--- src/rtl/bidir_hs_port.sv ---
module bidir_hs_port #(
  parameter int W = 8
) (
  input  logic         clk,
  input  logic         rst_n,
  input  logic         cpu_rd,
  input  logic         cpu_wr,
  input  logic [W-1:0] cpu_wdata,
  output logic [W-1:0] cpu_rdata,
  input  logic         bsr_wr,
  input  logic [2:0]   bsr_sel,
  input  logic         bsr_val,
  input  logic [W-1:0] pad_in,
  output logic [W-1:0] pad_out,
  output logic         pad_oe,
  input  logic         stb_n,
  input  logic         ack_n,
  output logic         ibf,
  output logic         obf_n,
  output logic         intr
);
  localparam logic [2:0] IN_EN_BIT  = 3'd4;
  localparam logic [2:0] OUT_EN_BIT = 3'd6;

  logic [W-1:0] in_lat, out_lat;
  logic         ibf_q, obf_nq, inte_in, inte_out, ack_q, out_pend;

  always_ff @(posedge clk) begin
    if (!rst_n) begin
      in_lat <= '0;
      ibf_q  <= 1'b0;
    end else if (!stb_n) begin
      in_lat <= pad_in;
      ibf_q  <= 1'b1;
    end else if (cpu_rd) begin
      ibf_q  <= 1'b0;
    end
  end

  always_ff @(posedge clk) begin
    if (!rst_n) begin
      out_lat <= '0;
      obf_nq  <= 1'b1;
    end else if (cpu_wr) begin
      out_lat <= cpu_wdata;
      obf_nq  <= 1'b0;
    end else if (!ack_n) begin
      obf_nq  <= 1'b1;
    end
  end

  always_ff @(posedge clk) begin
    if (!rst_n) begin
      ack_q    <= 1'b1;
      out_pend <= 1'b0;
    end else begin
      ack_q <= ack_n;
      if (cpu_wr)
        out_pend <= 1'b0;
      else if (!ack_q && ack_n)
        out_pend <= 1'b1;
    end
  end

  always_ff @(posedge clk) begin
    if (!rst_n) begin
      inte_in  <= 1'b0;
      inte_out <= 1'b0;
    end else if (bsr_wr) begin
      if (bsr_sel == IN_EN_BIT)  inte_in  <= bsr_val;
      if (bsr_sel == OUT_EN_BIT) inte_out <= bsr_val;
    end
  end

  assign cpu_rdata = in_lat;
  assign pad_out   = out_lat;
  assign pad_oe    = ~ack_n;
  assign ibf       = ibf_q;
  assign obf_n     = obf_nq;
  assign intr      = (stb_n & ibf_q & inte_in) | (out_pend & obf_nq & inte_out);

  a_r2_strobe_captures: assert property (@(posedge clk) disable iff (!rst_n)
    !stb_n |=> (ibf && cpu_rdata == $past(pad_in)));
  a_r3_read_clears: assert property (@(posedge clk) disable iff (!rst_n)
    (cpu_rd && stb_n) |=> !ibf);
  a_r4_write_fills: assert property (@(posedge clk) disable iff (!rst_n)
    cpu_wr |=> !obf_n);
  a_r4_latch_holds: assert property (@(posedge clk) disable iff (!rst_n)
    !cpu_wr |=> $stable(pad_out));
  a_r5_ack_empties: assert property (@(posedge clk) disable iff (!rst_n)
    (!ack_n && !cpu_wr) |=> obf_n);
  a_r9_write_drops_pend: assert property (@(posedge clk) disable iff (!rst_n)
    cpu_wr |=> !out_pend);
endmodule

--- config.mk ---
export PLATFORM = sky130hd
export DESIGN_NAME = bidir_hs_port
export DESIGN_NICKNAME = d
export VERILOG_FILES = /design/src/rtl/bidir_hs_port.sv
export SDC_FILE = /design/constraint.sdc
export NUM_CORES = 1
export LEC_CHECK = 0
export ABC_AREA = 1
export BUFFER_PORTS_ARGS = -buffer_cell sky130_fd_sc_hd__buf_2
export CAP_MARGIN = 5
export CORE_MARGIN = 8
export CORE_UTILIZATION = 37
export DETAILED_ROUTE_END_ITERATION = 6
export PLACE_DENSITY = 0.7
export SETUP_SLACK_MARGIN = 0.15
export SLEW_MARGIN = 20
export SYNTH_ARGS = -nofsm -noshare
export SYNTH_HDL_FRONTEND = slang
export SYNTH_SLANG_ARGS = --single-unit
--- constraint.sdc ---
create_clock -name clk -period 0.8 [get_ports clk]
set_input_delay 0.08 -clock clk [delete_from_list [all_inputs] [get_ports clk]]
set_output_delay 0.08 -clock clk [all_outputs]
set_load 0.05 [all_outputs]
==> out/qor.json <==
{
  "gp_congestion": {"value": 0.720},
  "reg_to_reg_critical_path_startpoint": {"value": "out_pend"},
  "yosys-top-cells-count": {"value": "37 x sky130_fd_sc_hd__nor2_1, 22 x sky130_fd_sc_hd__dfxtp_1, 15 x sky130_fd_sc_hd__o21ai_1"},
  "synth_top_area_cell": {"value": "sky130_fd_sc_hd__dfxtp_1"},
  "initial_utilization": {"value": 37.9, "unit": "%"},
  "worst_slew_pin_slew": {"value": 443, "unit": "ps"},
  "timing_hold_violations_final": {"value": 4},
  "post_synthesis_net_count": {"value": 131},
  "first_iter_violations": {"value": 38},
  "met2_wirelength": {"value": 1.33, "unit": "mm"},
  "irDropWorstVdd": {"value": 1.16, "unit": "mV"},
  "total_leakage_power": {"value": 0.000735, "unit": "uW"},
  "timing.setup.critical_path_class": {"value": "register to primary output"},
  "timing.critical_path.cells": {"value": "nand3_4, nand2_4, buf_8"},
  "nFillCells": {"value": 147},
  "ys_ff_latch": {"value": 22},
  "core.rowCount": {"value": 17},
  "grt_overflow_total": {"value": 0},
  "report.final.slew_viol_count": {"value": 0},
  "worstSkewPairLatency": {"value": 310, "unit": "ps"},
  "portBuffers": {"value": 46},
  "clkPwrFrac": {"value": 30.6, "unit": "%"},
  "leading_post_synthesis_cells_by_cell_area": {"value": "sky130_fd_sc_hd__dfxtp_1 54%, sky130_fd_sc_hd__nor2_1 17%, sky130_fd_sc_hd__o21ai_1 9.2%, sky130_fd_sc_hd__buf_6 4.1%, sky130_fd_sc_hd__inv_1 3.2%"},
  "worstPathMaxFanout": {"value": 2},
  "post-route-min-period": {"value": 1060, "unit": "ps"},
  "antenna_cells_inserted": {"value": 0},
  "clkTransAtPathRegs": {"value": 130, "unit": "ps"},
  "synthesis.area_per_instance": {"value": 7.83, "unit": "sq um"},
  "switchingPower": {"value": 828, "unit": "uW"},
  "cts-htree-levels": {"value": 1},
  "detail_route.wirelength": {"value": 2.57, "unit": "mm"},
  "setup_viol": {"value": 21},
  "fp.coreArea": {"value": 2150, "unit": "sq um"},
  "layout.cells.non_filler": {"value": 193},
  "critPathRequiredTime": {"value": 720, "unit": "ps"},
  "post_synth_num_cell_types": {"value": 14},
  "power.internal": {"value": 1980, "unit": "uW"},
  "vias_per_cell": {"value": 4.60},
  "post-route-drc-count": {"value": 0},
  "number_of_detailed_route_iterations_in_the_first_pass": {"value": 3},
  "cts_num_sinks": {"value": 22},
  "cp-end-kind": {"value": "primary output"},
  "path_type_of_the_worst_min_delay_path": {"value": "input pin to register"},
  "count_of_flip_flops_with_a_built_in_enable_after_synthesis": {"value": 0},
  "synthesis.area": {"value": 815, "unit": "sq um"},
  "tritoncts": {"value": "yes"},
  "total_die_area": {"value": 3960, "unit": "sq um"},
  "post_layout_worst_setup_margin": {"value": -259, "unit": "ps"},
  "clk_root_buffer_cell": {"value": "sky130_fd_sc_hd__clkbuf_4"},
  "detailed_routing_wirelength_on_met1": {"value": 972, "unit": "microns"},
  "routed_wire_length_per_instance": {"value": 13.3, "unit": "microns"},
  "ys_seq_area_share": {"value": 54.1, "unit": "%"},
  "layout-drive-gt1-share": {"value": 61.2, "unit": "%"},
  "fin_util": {"value": 73.9, "unit": "%"},
  "postSynthCellCount": {"value": 104},
  "detailedPlacementHpwl": {"value": 1.70, "unit": "mm"},
  "crit_family": {"value": "flip-flops"},
  "clock_tree_buffer_depth": {"value": 2},
  "hold_slack": {"value": -13.2, "unit": "ps"},
  "slew_headroom": {"value": 70.5, "unit": "%"},
  "finalCritPeriodShare": {"value": 132, "unit": "%"},
  "vias_in_the_first_global_route": {"value": 927},
  "yosys.cell_count.top_type": {"value": "sky130_fd_sc_hd__nor2_1"},
  "ys_async_sr_fraction": {"value": 0, "unit": "%"},
  "timing.critical_path.slowest_stage_cell": {"value": "sky130_fd_sc_hd__dfxtp_4"},
  "placed_cells_incl_taps": {"value": 177},
  "final_net_count": {"value": 193},
  "top_layer": {"value": "met4"},
  "max-cap-violations": {"value": 0},
  "synth_largest_type_area_fraction": {"value": 54.1, "unit": "%"},
  "worst-endpoint-arrival": {"value": 980, "unit": "ps"},
  "comb_power_share": {"value": 25.9, "unit": "%"},
  "switching_share": {"value": 29.5, "unit": "%"},
  "antenna_violating_nets_post_route": {"value": 0},
  "grt_pass1_wl": {"value": 4.24, "unit": "mm"},
  "share_seq_of_total_power": {"value": 43.4, "unit": "%"},
  "ys_dominant_reg_cell": {"value": "sky130_fd_sc_hd__dfxtp_1"},
  "gr-usage-all-layers": {"value": 12.9, "unit": "%"},
  "grt_max_degree": {"value": 23},
  "critPathBufInv": {"value": 1},
  "die_w": {"value": 62.9, "unit": "microns"},
  "worst_setup_path_start_kind": {"value": "register"},
  "timing.critical_path.from": {"value": "out_pend"},
  "route.vias.total": {"value": 888},
  "critical_path.max_stage_delay": {"value": 390, "unit": "ps"},
  "io-pin-count": {"value": 47},
  "antenna_found_initial": {"value": 0},
  "unrepaired_setup_endpoints_after_global_routing": {"value": "yes"},
  "fin_setup_tns": {"value": -2600, "unit": "ps"},
  "run_status": {"value": "finished, violations left"},
  "fp.dieH": {"value": 62.9, "unit": "microns"},
  "timing.fmax": {"value": 0.944, "unit": "GHz"},
  "failed_checks": {"value": "negative hold slack, negative setup slack"},
  "worst_clk_skew": {"value": 6.87, "unit": "ps"},
  "ys_warn_count": {"value": 0},
  "area_growth_syn_to_layout": {"value": 94.9, "unit": "%"},
  "cts_made_buffers": {"value": 3},
  "power_density": {"value": 1770, "unit": "nW/um^2"},
  "hp-start": {"value": "pad_in[1]"},
  "met3RoutedLength": {"value": 257, "unit": "microns"}
}
-- metrics by stage --
stage	area, sq um	worst slack [ps]	hold slack [ps]	total power [uW]
floorplan	906	27.7	206	1590
global placement	1150	-14.8	303	1720
detailed placement	1150	-31.4	309	1740
CTS	1460	-266	-14.1	2740
global route	1590	-295	-7.52	2920
finish	1590	-259	-13.2	2800
-- power groups by stage --
| stage | Combinational, uW | Sequential [uW] | Clock [uW] |
|---|---|---|---|
| after global placement | 519 | 1200 | 0 |
| after detailed placement | 526 | 1210 | 0 |
| final | 727 | 1220 | 858 |
| after global routing | 774 | 1230 | 914 |
| after CTS | 664 | 1210 | 857 |
| after floorplan | 156 | 1430 | 0 |
-- final timing paths --
kind | to | slack [ps] | cells after the start
min | cpu_rdata[1] | -10 | 3
min reg2reg | pad_out[6] | 520 | 2
max | intr | -260 | 3
max reg2reg | out_pend | -60 | 4
-- cells in the final DEF (no fill, tap or decap), types with 5 or more instances in the layout --
| cell | n |
|---|---|
| sky130_fd_sc_hd__nand2_1 | 6 |
| sky130_fd_sc_hd__inv_1 | 6 |
| sky130_fd_sc_hd__buf_4 | 5 |
| sky130_fd_sc_hd__dlygate4sd3_1 | 5 |
| sky130_fd_sc_hd__nor2_2 | 8 |
| sky130_fd_sc_hd__o21ai_2 | 7 |
| sky130_fd_sc_hd__o21ai_1 | 10 |
| sky130_fd_sc_hd__nor2_1 | 29 |
| sky130_fd_sc_hd__buf_2 | 26 |
| sky130_fd_sc_hd__dfxtp_4 | 19 |
| sky130_fd_sc_hd__buf_8 | 18 |
-- area by class of cell --
| type | count | area (sq um) | area share [%] |
|---|---|---|---|
| repair buffers | 61 | 566 | 35.6 |
| clock inverters | 1 | 30.0 | 1.89 |
| clock buffers | 3 | 22.5 | 1.42 |
| flip-flops and latches | 22 | 514 | 32.4 |
| multi-input cells | 70 | 387 | 24.3 |
| well taps | 28 | 35.0 | 2.21 |
| inverters | 8 | 33.8 | 2.13 |
-- flip-flops by register name, summed over array words and instances, names as in the netlist --
signal and count:
out_pend 1, obf_n 1, inte_in 1, ack_q 1, pad_out 8, ibf 1
inte_out 1, cpu_rdata 8
-- cell families after synthesis --
logic type             count (synthesis)  synth area share, %
AND/OR/NAND/NOR                       49                 23.5
buffers and inverters                 12                 8.76
flip-flops                            22                 54.1
AO/OA/AOI/OAI                         21                 13.7
-- worst register-to-register path, delay by kind of cell (launching register included) --
family	cells	cell delay (ps)
compound gates	1	120
simple gates	1	50
buf+inv	2	210
flops	1	380
-- metal layers --
layer | vias to the layer above | global-route usage (%)
met3 | 2 | 6.81
met1 | 397 | 11.8
li1 | 454 | -
met4 | 0 | 4.27
met5 | - | 0
met2 | 35 | 23.8
-- timing repair --
item,4_1_cts,5_1_grt
resized for setup,60,24
hold endpoints to repair,12,3
hold buffers,5,2
setup endpoints to repair,21,34
setup buffers,1,4
pin swaps,6,11
Power figures use the tool's default switching activity.
